[src/rtl/cp_retire_pipe.sv]
module cp_retire_pipe #(
  parameter int TW = 4,
  parameter int IW = 16,
  parameter int NS = 6,
  parameter int QD = 4
) (
  input  logic          clk,
  input  logic          rst_n,
  input  logic          in_valid,
  output logic          in_ready,
  input  logic [1:0]    in_class,
  input  logic [TW-1:0] in_tag,
  input  logic [IW-1:0] in_instr,
  input  logic          cx_push_valid,
  input  logic [TW-1:0] cx_push_tag,
  output logic          cx_push_ready,
  input  logic          fin_push_valid,
  input  logic [TW-1:0] fin_push_tag,
  output logic          fin_push_ready,
  input  logic          ld_push_valid,
  input  logic [TW-1:0] ld_push_tag,
  output logic          ld_push_ready,
  output logic          ret_valid,
  output logic [TW-1:0] ret_tag,
  output logic [IW-1:0] ret_instr,
  output logic          ret_is_load,
  output logic          st_valid,
  output logic [TW-1:0] st_tag,
  output logic [IW-1:0] st_instr,
  output logic          drop_valid,
  output logic [TW-1:0] drop_tag,
  output logic [NS-1:0] stage_full
);
  localparam int PW = (QD > 1) ? $clog2(QD) : 1;
  localparam int CW = $clog2(QD) + 1;
  localparam logic [1:0] C_LD = 2'b01;
  localparam logic [1:0] C_ST = 2'b10;
  localparam int QX = 0;
  localparam int QF = 1;
  localparam int QL = 2;
  localparam int LS = NS - 1;

  logic [2:0]    pv, pr, hv, pop;
  logic [TW-1:0] pt [3];
  logic [TW-1:0] ht [3];

  assign pv    = {ld_push_valid, fin_push_valid, cx_push_valid};
  assign pt[QX] = cx_push_tag;
  assign pt[QF] = fin_push_tag;
  assign pt[QL] = ld_push_tag;
  assign cx_push_ready  = pr[QX];
  assign fin_push_ready = pr[QF];
  assign ld_push_ready  = pr[QL];

  for (genvar q = 0; q < 3; q++) begin : g_q
    logic [TW-1:0] mem [QD];
    logic [PW-1:0] wp, rp;
    logic [CW-1:0] cnt;
    logic          psh;

    assign psh   = pv[q] && pr[q];
    assign pr[q] = cnt != CW'(QD);
    assign hv[q] = cnt != '0;
    assign ht[q] = mem[rp];

    always_ff @(posedge clk)
      if (psh) mem[wp] <= pt[q];

    always_ff @(posedge clk or negedge rst_n)
      if (!rst_n) begin
        wp  <= '0;
        rp  <= '0;
        cnt <= '0;
      end else begin
        if (psh)    wp <= (wp == PW'(QD - 1)) ? '0 : wp + 1'b1;
        if (pop[q]) rp <= (rp == PW'(QD - 1)) ? '0 : rp + 1'b1;
        cnt <= cnt + CW'(psh) - CW'(pop[q]);
      end

    p_q_bound_r9: assert property (@(posedge clk) disable iff (!rst_n)
      cnt <= CW'(QD));
    p_q_full_blocks_r9: assert property (@(posedge clk) disable iff (!rst_n)
      (cnt == CW'(QD) && !pop[q]) |=> cnt == CW'(QD));
  end

  logic [NS-1:0] full, en;
  logic [NS-2:0] adv;
  logic [TW-1:0] tag_q [NS];
  logic [IW-1:0] ins_q [NS];
  logic [1:0]    cls_q [NS];
  logic          cx_hit, st0, ld6, ret6;

  assign st0    = cls_q[0] == C_ST;
  assign ld6    = cls_q[LS] == C_LD;
  assign cx_hit = full[0] && hv[QX] && ht[QX] == tag_q[0];
  assign ret6   = full[LS] && (ld6 ? (hv[QL] && ht[QL] == tag_q[LS])
                                   : (hv[QF] && ht[QF] == tag_q[LS]));

  assign pop[QX] = cx_hit;
  assign pop[QF] = ret6 && !ld6;
  assign pop[QL] = ret6 && ld6;

  always_comb begin
    logic acc;
    acc = ret6;
    for (int i = LS; i >= 1; i--) begin
      acc   = acc | !full[i];
      en[i] = acc;
    end
    en[0]  = !full[0] || cx_hit || st0 || en[1];
    adv[0] = full[0] && !cx_hit && !st0 && en[1];
    for (int i = 1; i < LS; i++) adv[i] = full[i] && en[i+1];
  end

  always_ff @(posedge clk or negedge rst_n)
    if (!rst_n) begin
      full <= '0;
      for (int i = 0; i < NS; i++) begin
        tag_q[i] <= '0;
        ins_q[i] <= '0;
        cls_q[i] <= '0;
      end
    end else begin
      if (en[0]) begin
        full[0]  <= in_valid;
        tag_q[0] <= in_tag;
        ins_q[0] <= in_instr;
        cls_q[0] <= in_class;
      end
      for (int i = 1; i < NS; i++)
        if (en[i]) begin
          full[i]  <= adv[i-1];
          tag_q[i] <= tag_q[i-1];
          ins_q[i] <= ins_q[i-1];
          cls_q[i] <= cls_q[i-1];
        end
    end

  assign in_ready    = en[0];
  assign stage_full  = full;
  assign ret_valid   = ret6;
  assign ret_tag     = tag_q[LS];
  assign ret_instr   = ins_q[LS];
  assign ret_is_load = ld6;
  assign st_valid    = full[0] && st0 && !cx_hit;
  assign st_tag      = tag_q[0];
  assign st_instr    = ins_q[0];
  assign drop_valid  = cx_hit;
  assign drop_tag    = tag_q[0];

  p_busy_only_when_full_r3: assert property (@(posedge clk) disable iff (!rst_n)
    !in_ready |-> &full);
  p_hold_while_wait_r3: assert property (@(posedge clk) disable iff (!rst_n)
    (full[LS] && !ret_valid) |=> (full[LS] && $stable(tag_q[LS])));
  p_store_shallow_r5: assert property (@(posedge clk) disable iff (!rst_n)
    full[1] |-> cls_q[1] != C_ST);
  p_drop_frees_r4: assert property (@(posedge clk) disable iff (!rst_n)
    (drop_valid && !in_valid) |=> !full[0]);
  p_retire_frees_r2: assert property (@(posedge clk) disable iff (!rst_n)
    (ret_valid && !full[LS-1]) |=> !full[LS]);
endmodule

[config.mk]
export PLATFORM = sky130hd
export DESIGN_NAME = cp_retire_pipe
export DESIGN_NICKNAME = d
export VERILOG_FILES = /design/src/rtl/cp_retire_pipe.sv
export SDC_FILE = /design/constraint.sdc
export NUM_CORES = 1
export LEC_CHECK = 0
export BUFFER_PORTS_ARGS = -buffer_cell sky130_fd_sc_hd__buf_2
export CORE_UTILIZATION = 30
export CTS_BUF_LIST = sky130_fd_sc_hd__clkbuf_16
export DETAILED_ROUTE_END_ITERATION = 10
export GPL_ROUTABILITY_DRIVEN = 0
export GPL_TIMING_DRIVEN = 0
export SYNTH_ARGS = -nofsm -noshare
export SYNTH_HDL_FRONTEND = slang
export SYNTH_SLANG_ARGS = --single-unit
[constraint.sdc]
create_clock -name clk -period 3.4 [get_ports clk]
set_clock_uncertainty 0.05 [all_clocks]
set_input_delay 0.17 -clock clk [delete_from_list [all_inputs] [get_ports clk]]
set_output_delay 0.17 -clock clk [all_outputs]
set_load 0.01 [all_outputs]
After elaboration in Yosys (flattened, before gate mapping) --
Memories as Yosys holds them, arrays and structs flattened. Index checks and enable logic that the tools add are counted.
Word-level totals: bits in registers 159, bits in latches 0, bits in writable memories 48, memory bits (read-only) 0, input port bits 40, word-level logic and storage cells 114, memories 3
Operators by class: add/subtract/negate cells 12, multipliers 0, divide/modulo/power cells 0, order comparisons 0, eq/ne operators 14, shift operators 0, muxes and demuxes 13, bitwise gates (word level) 5, reductions and logical operators 34
Memory list:
- g_q[0].mem | depth 4, bits a word 4, rd ports 1, clocked after Yosys merged registers in 0, wr ports 1, RTL line 56 | logic [TW-1:0] mem [QD];
- g_q[1].mem | depth 4, bits a word 4, rd ports 1, clocked after Yosys merged registers in 0, wr ports 1, RTL line 56
- g_q[2].mem | depth 4, bits a word 4, rd ports 1, clocked after Yosys merged registers in 0, wr ports 1, RTL line 56
Operators by type and width (count):
- 1-bit logical AND | 19
- 2-bit == test, second input constant | 7
- 2-bit by 1-bit adder with 2-bit output, second input constant | 6
- 4-bit == test | 3
- 2-bit 2-to-1 mux | 6
- 3-bit by 1-bit adder with 3-bit output | 3
- 1-bit logical NOT | 9
- 3-bit != test, second input constant | 3
- 3-bit nonzero test | 3
- 3-bit by 1-bit subtractor with 3-bit output | 3
- 1-bit 2-to-1 mux | 7
- 1-bit bitwise OR | 5
- 1-bit logical OR | 3
- 2-bit by 1-bit == test with 1-bit output, second input constant | 1

Depth between registers and ports, before layout --
Gate-level depths: netlist of run 1. An unclocked memory read counts as a cell.
depth after elaboration 11, depth in mapped cells 13, gate-level depth less buffers 12

Worst setup path before layout of run 1 --
No wires, ideal clock.
kind reg-to-reg, start reg g_q[0].rp[0], end reg g_q[0].cnt[2], data arrival time 3.206 ns, setup slack 0.022 ns, stages on the path, launching flop included 12, path buffers 1, period minus slack after synthesis 3.378 ns, cell sequence dfrtp_1 clkbuf_1 mux4_2 xnor2_1 o311ai_0 nor4_1 ha_1 inv_1 ha_1 fa_1 xnor2_1 xnor2_1
Between the ends: longest elaborated chain between the ends 4
RTL lines:
- start, declared | RTL line 57 | logic [PW-1:0] wp, rp;
- start signal, assigned | RTL line 76 | if (pop[q]) rp <= (rp == PW'(QD - 1)) ? '0 : rp + 1'b1;
- memory read 4 x 4 bit
- 4-bit == test | RTL line 95 | assign cx_hit = full[0] && hv[QX] && ht[QX] == tag_q[0];
- 1-bit logical AND | RTL line 95
- via drop_valid | RTL line 30 | output logic drop_valid,
- 3-bit by 1-bit subtractor with 3-bit output | RTL line 77 | cnt <= cnt + CW'(psh) - CW'(pop[q]);
- end signal, assigned | RTL line 77
- end, declared | RTL line 58 | logic [CW-1:0] cnt;
The timed path passes the listed nets, and every way through them passes these cells. A chain may end at the register's enable or synchronous reset.

Final worst setup path of run 1 --
start reg g_q[1].rp[0], end reg ins_q[52] in the netlist's numbering
Between the ends: longest elaborated chain between the ends 9
RTL lines:
- start, declared | RTL line 57
- start signal, assigned | RTL line 76
- memory read 4 x 4 bit
- 4-bit == test | RTL line 97 | : (hv[QF] && ht[QF] == tag_q[LS]));
- 1-bit logical AND | RTL line 97
- 1-bit 2-to-1 mux | RTL line 96 | assign ret6 = full[LS] && (ld6 ? (hv[QL] && ht[QL] == tag_q[LS])
- 1-bit logical AND | RTL line 96
- 1-bit bitwise OR (4 in series) | RTL line 107 | acc = acc | !full[i];
- end signal, assigned by index | RTL line 134 | ins_q[i] <= ins_q[i-1];
- end, declared | RTL line 89 | logic [IW-1:0] ins_q [NS];
No other way between the ends.

==> results of run 1 <==
==> final timing paths <==
path / startpoint / end / slack [ns] / cells after the start
hold reg to reg: stage_full[1] / stage_full[2] / 0.42 / 1
setup / recovery: g_q[1].rp[0] / ins_q[52] / 0.08 / 13
min in group asynchronous: rst_n / drop_tag[3] / 0.16 / 2
setup reg to reg: g_q[1].rp[0] / ins_q[52] / 0.08 / 13
hold / removal: ld_push_valid / g_q[2].wp[0] / 0.04 / 3
max in group asynchronous: rst_n / ins_q[79] / 2.33 / 3
==> where the power goes <==
part	switching, mW	internal [mW]
logic	1.83	2.90
registers	0.708	3.68
clock network	0.964	1.40
==> state kept, by name, summed over array words and instances, names as in the netlist, 9 cells and up <==
name / cells
ret_instr: 16
cls_q: 12
g_q.mem: 48
ins_q: 64
tag_q: 16
g_q.cnt: 9
st_instr: 16
==> cells by family (layout without fill, tap and decap cells) <==
family                     after synthesis  count (layout)  share of synthesized area [%]
AOI/OAI and AO/OA                        6               6                         0.5445
xor gates and xnor gates                18              18                          1.805
adders and majority gates               24              24                          3.696
buffers and inverters                   77             269                          6.003
DFF                                    207             207                          62.06
muxes                                  153             153                          22.09
and+or+nand+nor                         53              53                          3.797
==> worst max-delay path, cell delays in order (launching register included) <==
cell and delay [ns]:
dfrtp_1 0.35, buf_6 0.13, mux4_2 0.51, xor2_1 0.16
or4_4 0.50, nor3_4 0.23, buf_4 0.16, nor4b_4 0.04
buf_4 0.16, buf_4 0.16, and2_1 0.16, buf_6 0.13
buf_8 0.15, mux2_4 0.29
==> through the flow <==
step / cells / setup slack [ns] / hold WS [ns] / total power [mW]
2_1_floorplan: 538 / 0.02156 / -0.1756 / 7.697
3_3_place_gp: 1019 / -0.4450 / 0.3069 / 8.726
3_5_place_dp: 1020 / -0.3802 / 0.1230 / 8.864
4_1_cts: 1103 / -0.007167 / 0.005109 / 11.40
5_1_grt: 1114 / -0.06352 / 0.04677 / 12.32
6_report: 1114 / 0.07854 / 0.03752 / 11.47
==> layout make-up <==
class	count	area [sq um]
Fill cell	2728	17630
Sequential cell	207	5420
Multi-Input combinational cell	254	2878
Timing Repair Buffer	152	1021
Clock buffer	25	625.6
Buffer	60	483.0
Tap cell	384	480.5
Clock inverter	16	106.4
Inverter	16	60.06
==> cell usage after synthesis <==
master,count
a21o_1,3
and2_1,4
and3_1,12
buf_2,5
buf_4,47
buf_6,4
buf_8,2
clkbuf_1,3
dfrtp_1,159
edfxtp_1,48
fa_1,3
ha_1,21
inv_1,16
mux2_2,122
mux2_4,19
mux4_2,12
nand2_1,11
nand2b_1,2
nand4_2,1
nor2_1,6
nor2_2,1
nor2b_1,3
nor3_1,4
nor3_4,1
nor4_1,1
nor4_2,1
nor4b_4,1
o21a_1,1
o311ai_0,2
or2_1,1
or2_2,2
or3b_2,1
or4_4,1
xnor2_1,8
xor2_1,10
==> per-layer routing <==
layer  part of all wire [%]  GRT usage, %
met5                      0             0
met4                    2.0         3.274
met3                    4.6         2.199
met2                     47         17.19
met1                     46         14.48
==> repair_timing <==
item,in CTS,in global routing
buffers inserted,5,12
setup endpoints to repair,32,34
resized for setup,7,19
endpoints found under the hold margin,144,0
hold buffers,37,0
pin swaps,5,7
==> impl_results.md, run 1 <==
- Core box area: 0.02870 sq mm
- PwrDens: 1036 mW/mm^2
- Antenna Nets Post-Route: 0
- Max Fanout on Critical Path: 10
- Post-Layout Inst Area: ~0.011 sq mm
- Tot GR Track Use: 10.68%
- Synthesized cell area: a little under 0.009 sq mm
- Sequential area share after synthesis: 62.06%
- Num CTS Buffers: 24
- Final core utilization: 38.58%
- Max-cap violations: 0
- Ranking of synthesized cells by area: dfrtp_1 (46%), edfxtp_1 (17%), mux2_2 (16%)
- DIE HEIGHT: 172.6 um
- Setup TNS: 0 ns
- Area leader, netlist: dfrtp_1
- Final nets: 779
- Grt ovf: 0
- Avg Synthesized Cell Area: around 16 sq um
- P&R area growth vs syn: 26.81%
- Final setup fails: 0
- Leading cell type in the layout, fill and taps excluded: dfrtp_1
- Post-synthesis cell type count: 35
- Cells after synthesis: ~540
- Pins Over Slew Limit: 0
- Starting Density: approximately 30%
- Synth Net Count: ~600
- Layout cells sized above 1: a little over half
- Root buffer cell: clkbuf_16
- Wirelength per Cell: roughly 14 um
- Final hold violation count: 0
- Relative slew slack: between 60% and 70%
- Kind of critical path: reg2reg
- DP Area: roughly 0.0097 sq mm
- RSZ-0062 raised after global routing: true
- Critical path arrival: 3.65 ns
- Worst VDD drop: slightly below 0.7 mV
- Initial DRC count: between 150 and 200
- Post-DP HPWL: around 11 mm
- Die Area: about 0.030 sq mm
- Synth Register Bits: just over 200
- YS warnings: 0
- Antenna diodes: 0
- Skew-Pair Late Insertion Delay: roughly 0.52 ns
- DR vias: roughly 4.6k
- Startpoint Class: register
- CTS tree: yes
- Max Fclk: between 0.3 and 0.4 GHz
- Min cycle time layout: 3.321 ns
- Hold WC Path Type: in2reg
- Clock Pin Slew Worst Setup and Hold Paths: about 0.060 ns
- Final Cycle Share: approximately 98%
- Row count: 62
- Die width: ~170 um
- Initial antenna violation count: 0
- Largest net degree at the start of global routing: 88
- Drt drc: 0
- Most frequent cells in the layout: dfrtp_1 (159), mux2_2 (122), buf_2 (98)
- Vias in the first global route: ~5k
- First-pass detailed-route iteration total: 4
- Clk sinks: 207
- Routed WL: approximately 15 mm
- Vias/cell: 4.170
- Number of top-level pins: slightly below 100
- CP required: roughly 3.7 ns
- Leak pwr: between 4 and 5 nW
- Status: finished, final reports clean
- H-tree depth: 1
- CP Capture Type: register
- First-pass GRT wire length: between 20 and 30 mm
- Post-synth top area share: 45.56%
- Max clock buf depth: 3
- Worst-Margin Slew: ~0.58 ns
- Port Buffer Count: between 90 and 100
(Power assumes the default switching activity.)
==> run 2: changes to the inputs <==
--- a/config.mk
+++ b/config.mk
@@ -11,6 +11,7 @@
 export DETAILED_ROUTE_END_ITERATION = 10
 export GPL_ROUTABILITY_DRIVEN = 0
 export GPL_TIMING_DRIVEN = 0
+export SETUP_SLACK_MARGIN = 0.4
 export SYNTH_ARGS = -nofsm -noshare
 export SYNTH_HDL_FRONTEND = slang
 export SYNTH_SLANG_ARGS = --single-unit
==> run 2 against run 1 <==
Effect of this change:
- die area is the same
- setup slack better by 0.0087 ns
- first-iteration DRC count up 22%
- cell count grew 0.81%
- core utilization grew 1.0 points
- register-to-register slack barely moved
- maximum frequency up 0.26%
- largest power group unchanged
==> impl_results.md, run 2 (synthesis gave the netlist of run 1 again) <==
- Grt ovf: 0 (unchanged)
- Top flop regs: ins_q (64), g_q.mem (48)
- Die Area: 0.02980 sq mm (unchanged)
- Vias/cell: 4.175 (+0.12%)
- Largest net degree at the start of global routing: 110 (+25%)
- Critical Path Source: g_q[1].rp[0]
- RSZ-0062 raised after global routing: true
- Clock Pin Slew Worst Setup and Hold Paths: 0.06 ns (about the same)
- Leading cell type in the layout, fill and taps excluded: dfrtp_1
- Kind of critical path: reg2reg
- Biggest register: ins_q
- H-tree depth: 1 (unchanged)
- Critical path arrival: 3.66 ns (about the same)
- Max Fclk: 0.3019 GHz (+0.26%)
- Min cycle time layout: 3.313 ns (-0.008699 ns)
- Fin Hold WS: 0.07615 ns (+0.03862 ns)
- Starting Density: 30.43% (unchanged)
- Wirelength per Cell: 14.13 um (+3.2%)
- Initial DRC count: 192 (+22%)
- Core box area: 0.02870 sq mm (unchanged)
- Sw Share: 30.63% (+0.13 points)
- PwrDens: 1054 mW/mm^2 (+1.7%)
- Worst Setup EP: ins_q[50]
- Slowest-stage cell, CP: mux4_2
- Antenna Nets Post-Route: 0 (unchanged)
- Layout cells sized above 1: 54.94% (+2.9 points)
- Vias in the first global route: 4874 (+0.29%)
- Final Cycle Share: 97.43% (-0.26 points)
- First-pass detailed-route iteration total: 4 (unchanged)
- Status: finished, final reports clean
- Die width: 172.6 um (unchanged)
- Relative slew slack: 60.55% (-0.72 points)
- Internal power: 8.309 mW (+4.2%)
- Num CTS Buffers: 24 (unchanged)
- Drt drc: 0 (unchanged)
- Final setup fails: 0 (unchanged)
- First-pass GRT wire length: 25.88 mm (+0.51%)
- Final hold violation count: 0 (unchanged)
- Worst R2R Start: g_q[1].rp[0]
- Clk sinks: 207 (unchanged)
- Reg power frac: 36.8% (-1.4 points)
- CP max stage delay: 0.51 ns (about the same)
- Skew-Pair Late Insertion Delay: 0.52 ns (about the same)
- Flop-to-flop setup slack: 0.09 ns (about the same)
- Startpoint Class: register
- DIE HEIGHT: 172.6 um (unchanged)
- Number of top-level pins: 98 (unchanged)
- Row count: 62 (unchanged)
- Largest register FFs: 64 (unchanged)
- Worst-path cell chain: buf_6 -> mux4_2 -> xor2_1 -> or4_4 -> nor3_4 -> buf_4 -> nor4b_4 -> buf_4 -> buf_4 -> buf_6 -> and2_4 -> buf_6 -> buf_12 -> mux2_4
- Setup TNS: 0 ns (unchanged)
- Leak pwr: 4.995 nW (+1.8%)
- RR Endpoint: ins_q[50]
- Worst VDD drop: 0.7226 mV (+4.1%)
- Max Fanout on Critical Path: 10 (unchanged)
- Routed WL: 15.87 mm (+4.0%)
- Final Power: 11.98 mW (+4.4%)
- Antenna diodes: 0 (unchanged)
- CTS tree: yes
- Most frequent cells in the layout: dfrtp_1 (159), mux2_2 (122), buf_2 (97)
- CP required: 3.75 ns (+0.02 ns)
- Max-cap violations: 0 (unchanged)
- Final nets: 785 (+0.77%)
- Initial antenna violation count: 0 (unchanged)
- Clk pwr share: 20.3% (-0.3 points)
- DR vias: 4688 (+0.93%)
- Port Buffer Count: 97 (unchanged)
- CP Capture Type: register
- FF-to-FF path depth: 14 (+1)
- Max clock buf depth: 3 (unchanged)
- Switch Pwr: 3.669 mW (+4.8%)
- Worst-Margin Slew: 0.5918 ns (+0.01077 ns)
- Combinational Power Share: 42.9% (+1.7 points)
- Final core utilization: 39.59% (+1.0 points)
- P&R area growth vs syn: 30.11%
- Hold WC Path Type: in2reg
- Root buffer cell: clkbuf_16
- Post-DP HPWL: 10.55 mm (about the same)
- Tot GR Track Use: 10.79% (+0.10 points)
- Pins Over Slew Limit: 0 (unchanged)
## run 2: changes by cell type in the layout (fill, tap and decap cells not counted), moves of 3 or more
cell | previous run | this run
ha_4 | 2 | 6
clkinv_1 | 4 | 7
buf_12 | 0 | 5
buf_6 | 6 | 10
inv_1 | 19 | 13
clkinv_2 | 3 | 6
ha_1 | 19 | 15
## run 2: worst min path at each step
stage	from	to	slack, ns	cells past startpoint
after floorplan	rst_n	cls_q[0]	-0.18	0
after global placement	in_valid	stage_full[0]	0.31	2
after detailed placement	rst_n	drop_tag[3]	0.07	1
after CTS	ld_push_valid	g_q[2].wp[0]	0.06	3
after global routing	ld_push_valid	g_q[2].wp[0]	0.09	3
final	fin_push_valid	g_q[1].wp[0]	0.08	3
## run 2: metal layers
| layer | GRT usage (%) | vias up | routed length [um] | share of wire (%) |
|---|---|---|---|---|
| met2 | 17.83 | 90 | 7594 | 48 |
| met3 | 2.353 | 24 | 654 | 4.1 |
| li1 | - | 2235 | - | - |
| met5 | 0 | - | 0 | 0 |
| met4 | 3.162 | 0 | 369 | 2.3 |
| met1 | 14.18 | 2339 | 7254 | 46 |
## run 2: power groups by stage
stage          logic, mW  clock network [mW]  registers, mW
2_1_floorplan       3.59                   0           4.16
3_3_place_gp        4.38                   0           4.40
3_5_place_dp        4.47                   0           4.44
4_1_cts             4.93                2.52           4.43
5_1_grt             5.60                2.61           4.58
6_report            5.14                2.43           4.41
## run 2: repair_timing
item	CTS	global route
gates cloned	0	1
endpoints found under the hold margin	122	0
hold buffers	37	0
gates resized for setup	43	16
setup endpoints to repair	127	120
pin swaps	17	20
buffers inserted	9	12
## run 2: through the flow
step                      cell area (sq um)  cells  setup slack [ns]
after CTS                             11190   1110          -0.01194
after global placement                 9744   1019           -0.4759
after floorplan                        8778    538            0.2420
after global routing                  11360   1123          -0.06361
final                                 11360   1123           0.08724
after detailed placement               9782   1020          -0.05410
## run 2: final cells by class
type | count | area [sq um]
multi-input combinational | 254 | 2993
clock buffer | 24 | 600.6
timing repair buffer | 157 | 1102
inverter | 16 | 62.56
fill | 2708 | 17340
sequential | 207 | 5420
buffer | 61 | 551.8
tap | 384 | 480.5
clock inverter | 20 | 152.6
## run 2: worst max-delay path, delay by kind of cell (launching register included)
kind / cells / cell delay [ns]
AND/OR/NAND/NOR: 4 / 0.87
flip-flops: 1 / 0.36
multiplexers: 2 / 0.80
XOR/XNOR: 1 / 0.16
buffers and inverters: 7 / 0.96
